### src/rtl/adcseq_pkg.sv
package adcseq_pkg;

  typedef enum logic [1:0] {
    ST_DOWN   = 2'd0,
    ST_WAKE   = 2'd1,
    ST_ACTIVE = 2'd2,
    ST_ENTER  = 2'd3
  } seq_state_t;

  // legal encode period: at least two clocks (one high, one low) and no
  // longer than the period that keeps the encode rate at its minimum
  function automatic logic div_ok(input int unsigned d, input int unsigned maxd);
    return (d >= 2) && (d <= maxd);
  endfunction

  function automatic int unsigned blank_periods(input int unsigned pipe,
                                                input int unsigned settle);
    return pipe + settle;
  endfunction

endpackage

### src/rtl/adcseq_clkdiv.sv
module adcseq_clkdiv #(
  parameter int DIV_W = 8
) (
  input  logic             clk,
  input  logic             rst,
  input  logic             run_en,
  input  logic [DIV_W-1:0] div,
  output logic             enc,
  output logic             cap_pulse,
  output logic             end_pulse
);

  logic [DIV_W-1:0] phase;
  logic [DIV_W-1:0] half;

  assign half      = div >> 1;
  assign end_pulse = run_en && (phase == div - DIV_W'(1));
  assign cap_pulse = run_en && (phase == half);
  assign enc       = run_en && (phase < half);

  always_ff @(posedge clk) begin
    if (rst || !run_en) begin
      phase <= '0;
    end else if (end_pulse) begin
      phase <= '0;
    end else begin
      phase <= phase + DIV_W'(1);
    end
  end

  // the phase counter never leaves the latched period
  a_r2_phase_in_range: assert property (@(posedge clk) disable iff (rst)
    run_en |-> (phase < div));

endmodule

### src/rtl/adcseq_ctrl.sv
module adcseq_ctrl
  import adcseq_pkg::*;
#(
  parameter int DIV_W     = 8,
  parameter int MAX_DIV   = 100,
  parameter int PIPE_LAT  = 4,
  parameter int SETTLE    = 15,
  parameter int ENTRY_PER = 2
) (
  input  logic             clk,
  input  logic             rst,
  input  logic             run,
  input  logic             sleep_req,
  input  logic [DIV_W-1:0] cfg_div,
  input  logic             cap_pulse,
  input  logic             end_pulse,
  output logic             encoding,
  output logic [DIV_W-1:0] div_q,
  output logic             pd,
  output logic             busy,
  output logic             asleep,
  output logic             accept,
  output logic             wake,
  output logic             cfg_ok
);

  localparam int BLANK = blank_periods(PIPE_LAT, SETTLE);
  localparam int BLK_W = $clog2(BLANK + 1);
  localparam int ENT_W = $clog2(ENTRY_PER + 1);

  seq_state_t       state;
  logic [BLK_W-1:0] blank_left;
  logic [ENT_W-1:0] entry_left;
  logic             stop_req;

  assign cfg_ok   = div_ok(32'(cfg_div), MAX_DIV);
  assign stop_req = sleep_req || !run;
  assign wake     = (state == ST_DOWN) && run && !sleep_req && cfg_ok;
  assign encoding = (state != ST_DOWN);
  assign pd       = (state == ST_DOWN) || (state == ST_ENTER);
  assign busy     = (state == ST_ENTER);
  assign asleep   = (state == ST_DOWN);
  assign accept   = cap_pulse && (state == ST_ACTIVE);

  always_ff @(posedge clk) begin
    if (rst) begin
      state      <= ST_DOWN;
      div_q      <= DIV_W'(2);
      blank_left <= '0;
      entry_left <= '0;
    end else begin
      unique case (state)
        ST_DOWN: begin
          if (wake) begin
            state      <= ST_WAKE;
            div_q      <= cfg_div;
            blank_left <= BLK_W'(BLANK);
          end
        end
        ST_WAKE: begin
          if (cap_pulse) begin
            blank_left <= blank_left - BLK_W'(1);
            if (blank_left == BLK_W'(1)) state <= ST_ACTIVE;
          end
          // a request at the period end overrides the blanking exit
          if (end_pulse && stop_req) begin
            state      <= ST_ENTER;
            entry_left <= ENT_W'(ENTRY_PER);
          end
        end
        ST_ACTIVE: begin
          if (end_pulse && stop_req) begin
            state      <= ST_ENTER;
            entry_left <= ENT_W'(ENTRY_PER);
          end
        end
        ST_ENTER: begin
          if (end_pulse) begin
            if (entry_left == ENT_W'(1)) state <= ST_DOWN;
            else entry_left <= entry_left - ENT_W'(1);
          end
        end
        default: state <= ST_DOWN;
      endcase
    end
  end

  // leaving sleep only ever follows a legal divider setting
  a_r3_wake_legal: assert property (@(posedge clk) disable iff (rst)
    $fell(asleep) |-> $past(cfg_ok));

  // sleep entry begins only after a period boundary
  a_r7_entry_on_boundary: assert property (@(posedge clk) disable iff (rst)
    $rose(busy) |-> $past(end_pulse));

  // entry always holds the converter in power-down
  a_r8_busy_powered_down: assert property (@(posedge clk) disable iff (rst)
    busy |-> pd);

  // the period is frozen for the whole awake interval
  a_r10_div_frozen: assert property (@(posedge clk) disable iff (rst)
    ($past(!asleep) && !asleep) |-> $stable(div_q));

endmodule

### src/rtl/adcseq_capture.sv
module adcseq_capture #(
  parameter int DW    = 8,
  parameter int CNT_W = 16
) (
  input  logic             clk,
  input  logic             rst,
  input  logic             accept,
  input  logic             wake,
  input  logic [DW-1:0]    adc_data,
  output logic             out_valid,
  output logic [DW-1:0]    out_data,
  output logic [CNT_W-1:0] sample_cnt
);

  // offset binary to two's complement: flip the sign position
  function automatic logic [DW-1:0] ob_to_tc(input logic [DW-1:0] w);
    return {~w[DW-1], w[DW-2:0]};
  endfunction

  always_ff @(posedge clk) begin
    if (rst) begin
      out_valid  <= 1'b0;
      out_data   <= '0;
      sample_cnt <= '0;
    end else begin
      out_valid <= accept;
      if (accept) begin
        out_data   <= ob_to_tc(adc_data);
        sample_cnt <= sample_cnt + CNT_W'(1);
      end else if (wake) begin
        sample_cnt <= '0;
      end
    end
  end

  // a delivered word is a single-cycle strobe
  a_r5_single_strobe: assert property (@(posedge clk) disable iff (rst)
    out_valid |=> !out_valid);

  // each delivered word advances the count by exactly one, modulo 2^CNT_W
  a_r9_count_step: assert property (@(posedge clk) disable iff (rst)
    out_valid |-> (sample_cnt == CNT_W'($past(sample_cnt) + CNT_W'(1))));

endmodule

### src/rtl/adc_capture_seq.sv
module adc_capture_seq #(
  parameter int CLK_MHZ   = 100,
  parameter int MIN_MHZ   = 1,
  parameter int DW        = 8,
  parameter int DIV_W     = 8,
  parameter int CNT_W     = 16,
  parameter int PIPE_LAT  = 4,
  parameter int SETTLE    = 15,
  parameter int ENTRY_PER = 2
) (
  input  logic             clk,
  input  logic             rst,
  input  logic             run,
  input  logic             sleep_req,
  input  logic [DIV_W-1:0] div_sel,
  input  logic [DW-1:0]    adc_data,
  output logic             adc_enc,
  output logic             adc_pd,
  output logic             out_valid,
  output logic [DW-1:0]    out_data,
  output logic             busy,
  output logic             asleep,
  output logic             cfg_err,
  output logic [CNT_W-1:0] sample_cnt
);

  localparam int MAX_DIV = CLK_MHZ / MIN_MHZ;

  logic             encoding;
  logic [DIV_W-1:0] div_q;
  logic             cap_pulse;
  logic             end_pulse;
  logic             accept;
  logic             wake;
  logic             cfg_ok;

  adcseq_clkdiv #(.DIV_W(DIV_W)) u_div (
    .clk       (clk),
    .rst       (rst),
    .run_en    (encoding),
    .div       (div_q),
    .enc       (adc_enc),
    .cap_pulse (cap_pulse),
    .end_pulse (end_pulse)
  );

  adcseq_ctrl #(
    .DIV_W     (DIV_W),
    .MAX_DIV   (MAX_DIV),
    .PIPE_LAT  (PIPE_LAT),
    .SETTLE    (SETTLE),
    .ENTRY_PER (ENTRY_PER)
  ) u_ctrl (
    .clk       (clk),
    .rst       (rst),
    .run       (run),
    .sleep_req (sleep_req),
    .cfg_div   (div_sel),
    .cap_pulse (cap_pulse),
    .end_pulse (end_pulse),
    .encoding  (encoding),
    .div_q     (div_q),
    .pd        (adc_pd),
    .busy      (busy),
    .asleep    (asleep),
    .accept    (accept),
    .wake      (wake),
    .cfg_ok    (cfg_ok)
  );

  adcseq_capture #(.DW(DW), .CNT_W(CNT_W)) u_cap (
    .clk        (clk),
    .rst        (rst),
    .accept     (accept),
    .wake       (wake),
    .adc_data   (adc_data),
    .out_valid  (out_valid),
    .out_data   (out_data),
    .sample_cnt (sample_cnt)
  );

  assign cfg_err = !cfg_ok;

  // while asleep the converter is held down and not clocked
  a_r1_asleep_quiet: assert property (@(posedge clk) disable iff (rst)
    asleep |-> (adc_pd && !adc_enc && !busy));

  // no word is delivered from a capture taken during power-down
  a_r7_no_word_from_pd: assert property (@(posedge clk) disable iff (rst)
    out_valid |-> !$past(adc_pd));

endmodule

### config.mk
export PLATFORM = sky130hd
export DESIGN_NAME = adc_capture_seq
export DESIGN_NICKNAME = d
export VERILOG_FILES = /design/src/rtl/adcseq_pkg.sv /design/src/rtl/adcseq_clkdiv.sv /design/src/rtl/adcseq_ctrl.sv /design/src/rtl/adcseq_capture.sv /design/src/rtl/adc_capture_seq.sv
export SDC_FILE = /design/constraint.sdc
export NUM_CORES = 1
export LEC_CHECK = 0
export ABC_CLOCK_PERIOD_IN_PS = 2300
export BUFFER_PORTS_ARGS = -buffer_cell sky130_fd_sc_hd__clkbuf_2
export CAP_MARGIN = 20
export CORE_ASPECT_RATIO = 0.9
export CORE_MARGIN = 2
export CORE_UTILIZATION = 45
export DETAILED_ROUTE_END_ITERATION = 8
export PLACE_DENSITY = 0.78
export SLEW_MARGIN = 5
export SYNTH_ARGS = -nofsm -noshare
export SYNTH_HDL_FRONTEND = slang
export SYNTH_SLANG_ARGS = --single-unit
### constraint.sdc
create_clock -name clk -period 2.3 [get_ports clk]
set_input_delay 0.46 -clock clk [delete_from_list [all_inputs] [get_ports clk]]
set_output_delay 0.46 -clock clk [all_outputs]
set_load 0.02 [all_outputs]
==> flow_summary.ini <==
[status]
status = finished, violations left
violations = setup timing

[sta]
final.setup.worst_slack_ns = -0.315
relSlewSlack = 0.770
final_min_period_over_clock_period = 1.14
maxSlewViolCount = 0
max_freq_ghz = 0.382
final-setup-viol-count = 1
number_of_hold_violations_in_the_final_report = 0
unrepaired_setup_endpoints_after_global_routing = true
timing_worst_slew_pin_value_ns = 0.345
period_needed_ns = 2.61
hold_slack_ns = 0.345
worst_clock_skew_ns = 0.0112

[clock_tree]
clockRootBuffer = sky130_fd_sc_hd__clkbuf_8
cts_max_level = 2
path_clk_slew_ns = 0.10
insertion_delay_ns = 0.31
tritoncts = yes
cts_sinks = 50
cts-root-to-sink-buffers = 2
hold_buffers_post_cts = 0
cts_buffers = 5

[power]
peak_ir_drop_on_the_vdd_network_v = 0.000410
power.clock.fraction = 0.247
swShare = 0.350
power_frac_comb = 0.321
seq_power_share = 0.432
switchingPower_uw = 781
p_leak_uw = 0.00144
power_report.internal_total_uw = 1450
power-per-cell-area_nw_per_um2 = 646

[die]
die_w_um = 85.9
core_sq_um = 5760
row_count = 26
initial_util = 0.472
fp.dieH_um = 77.7
top_level_ports = 50
design.die.area_sq_um = 6680

[logic_synthesis]
yosys.area_share.adder = 0.0783
netlist-cell-type-count = 45
synth_xor_xnor_area_share = 0.0645
synth-simple-area-share = 0.272
post_synth_main_area_contributors = sky130_fd_sc_hd__dfxtp_1, sky130_fd_sc_hd__ha_1, sky130_fd_sc_hd__nor2_1
yosys_register_bits = 50
yosys_warnings = 0
synth-main-ff-cell = sky130_fd_sc_hd__dfxtp_1
synth.area.mux_share = 0.0262
proportion_of_register_bits_with_asynchronous_set_or_reset_after_synthesis = 0
synth_top_family_by_area = simple AND/OR/NAND/NOR gates
synth_largest_area_cell = sky130_fd_sc_hd__dfxtp_1
number_of_enable_flip_flop_cells_after_synthesis = 0
synth_area_per_cell_sq_um = 8.26
syn_nets = 366
netlist_instances = 329
synth-seq-area-share = 0.368
mappedNetlistArea_sq_um = 2720
synthDominantCellAreaShare = 0.368
compound_gate_portion_of_the_synthesized_area = 0.145

[placed_design]
place.port_buffers = 49
place_congestion = 0.851
worst_slack_placed_ns = -0.0332
post-place-cells = 458
post-dp-hpwl_mm = 4.88

[route]
drc = 0
first_iter_violations = 171
routed-via-count = 2530
antenna_left = 0
drt-vias-per-instance = 5.42
drt-pass1-iter-count = 4
final_wirelength_mm = 6.62
wire_length_per_cell_after_detailed_routing_um = 14.2

[grt]
grt_max_degree = 34
gr-total-overflow = 0
antenna_found_initial = 0
grt_util_all_layers = 0.203
grt_pass1_wl_mm = 11.0
first_global_vias = 2336

[critical_path]
highest_net_fanout_along_the_worst_path = 2
setup.worst_path.class = flip-flop to primary output
critical_path_required_ns = 1.84
timing.critical_path.arrival_ns = 2.15
critPathCaptureType = primary output
worst_setup_path_start_kind = flip-flop

[final_layout]
post_route_cells_drive_above_1_share = 0.320
fin_util = 0.601
instances_no_fill = 467
fillers = 487
fin_nets = 433
area_added_between_synthesis_and_finish_pct = 27.3
antenna-diode-count = 0

[run]
cap_viol_max_count = 0

[hold_path]
min-delay-path-class = input pin to flip-flop
placed cells by master, fill, tap and decap left out, types with 11 or more instances in the layout:
cell type / synthesis / layout
sky130_fd_sc_hd__xnor2_1: 13 / 12
sky130_fd_sc_hd__nand3_1: 12 / 11
sky130_fd_sc_hd__nor2_1: 43 / 43
sky130_fd_sc_hd__clkbuf_2: 0 / 48
sky130_fd_sc_hd__a21oi_1: 28 / 24
sky130_fd_sc_hd__o21ai_0: 16 / 13
sky130_fd_sc_hd__ha_1: 17 / 12
sky130_fd_sc_hd__buf_4: 0 / 26
sky130_fd_sc_hd__and3_1: 11 / 11
sky130_fd_sc_hd__nand2_1: 30 / 29
sky130_fd_sc_hd__dfxtp_1: 50 / 41
sky130_fd_sc_hd__inv_1: 18 / 14
logic make-up (layout without fill, tap and decap cells):
| family | count (synthesis) | after routing |
|---|---|---|
| xor+xnor | 20 | 20 |
| buf+inv | 32 | 100 |
| fa+ha+maj | 17 | 17 |
| simple gates | 139 | 139 |
| compound gates | 64 | 64 |
| mux | 7 | 7 |
| flops | 50 | 50 |
metrics by stage:
stage	power [uW]	TNS [ns]	instance area (sq um)
3_3_place_gp	1610	0	3240
3_5_place_dp	1630	-0.0352	3240
2_1_floorplan	1440	-0.0202	2800
6_report	2240	-0.315	3460
5_1_grt	2360	-0.530	3460
4_1_cts	2210	-0.301	3360
worst paths after layout:
path	start	to	slack (ns)	cells past startpoint
setup reg to reg	u_ctrl.div_q[1]	u_ctrl.state[0]	0.02	10
setup / recovery	u_ctrl.div_q[2]	adc_enc	-0.31	11
hold reg to reg	u_cap.out_data[2]	u_cap.out_data[2]	0.46	2
hold / removal	adc_data[7]	u_cap.out_data[7]	0.34	2
power by group through the flow:
stage / Clock, uW / Sequential (uW) / Combinational (uW)
CTS: 566 / 964 / 679
detailed placement: 0 / 982 / 653
global route: 599 / 972 / 793
global placement: 0 / 978 / 635
floorplan: 0 / 982 / 462
finish: 553 / 965 / 717
registers in the layout (all words and copies together) (netlist names):
signal,count
u_cap.out_data,8
u_cap.out_valid,1
u_cap.sample_cnt,16
u_ctrl.blank_left,5
u_ctrl.div_q,8
u_ctrl.entry_left,2
u_ctrl.state,2
u_div.phase,8
cell type report:
class                      instances  area (sq um)  share of cell area
sequential                        50          1020               0.294
tap                               70          87.6              0.0253
multi-input combinational        247          1750               0.506
timing repair buffer              74           435               0.126
inverter                          18          70.1              0.0203
clock inverter                     3          28.8             0.00832
clock buffer                       5          68.8              0.0199
worst max-delay path, cell delays in order (launching register included):
cell and delay, ns:
sky130_fd_sc_hd__dfxtp_2 0.35, sky130_fd_sc_hd__inv_2 0.04, sky130_fd_sc_hd__ha_4 0.21, sky130_fd_sc_hd__nor2b_4 0.12, sky130_fd_sc_hd__o21ai_2 0.10, sky130_fd_sc_hd__nand2b_1 0.09, sky130_fd_sc_hd__a21oi_2 0.16, sky130_fd_sc_hd__nor2b_1 0.07
sky130_fd_sc_hd__o21ai_1 0.12, sky130_fd_sc_hd__nand2b_1 0.10, sky130_fd_sc_hd__a2111oi_4 0.29, sky130_fd_sc_hd__buf_4 0.19
layer usage:
layer | up-vias | GRT usage | wire length (um)
met4 | 0 | 0.0603 | 111
li1 | 1269 | - | -
met2 | 75 | 0.328 | 3160
met5 | - | 0 | 0
met1 | 1174 | 0.274 | 2950
met3 | 12 | 0.0383 | 404
synth_stat cells (2+ instances only):
library cell and n:
sky130_fd_sc_hd__and2_1 3, sky130_fd_sc_hd__clkbuf_1 9, sky130_fd_sc_hd__mux2i_1 6, sky130_fd_sc_hd__and3_1 11
sky130_fd_sc_hd__buf_2 4, sky130_fd_sc_hd__nand3_1 12, sky130_fd_sc_hd__nand2_1 30, sky130_fd_sc_hd__dfxtp_1 50
sky130_fd_sc_hd__a211o_1 4, sky130_fd_sc_hd__inv_1 18, sky130_fd_sc_hd__ha_1 17, sky130_fd_sc_hd__nand4_1 4
sky130_fd_sc_hd__nor4_4 2, sky130_fd_sc_hd__o31ai_1 2, sky130_fd_sc_hd__xnor2_1 13, sky130_fd_sc_hd__a31oi_1 3
sky130_fd_sc_hd__nor2b_1 4, sky130_fd_sc_hd__o21ai_0 16, sky130_fd_sc_hd__nor2_1 43, sky130_fd_sc_hd__a21oi_1 28
sky130_fd_sc_hd__or3_1 3, sky130_fd_sc_hd__or2_2 2, sky130_fd_sc_hd__nand3b_1 6, sky130_fd_sc_hd__nor4_1 3
sky130_fd_sc_hd__nand4b_1 3, sky130_fd_sc_hd__nor3_1 2, sky130_fd_sc_hd__nor4_2 2, sky130_fd_sc_hd__nand2b_1 4
sky130_fd_sc_hd__a211oi_1 3, sky130_fd_sc_hd__xor2_1 7
repair_timing:
item	in CTS	in global routing
pin swaps	1	10
gates resized for setup	7	25
endpoints found under the setup margin	3	25
hold endpoints to repair	0	0
setup buffers	0	1
Note: power is estimated with default switching activity, not from simulation.
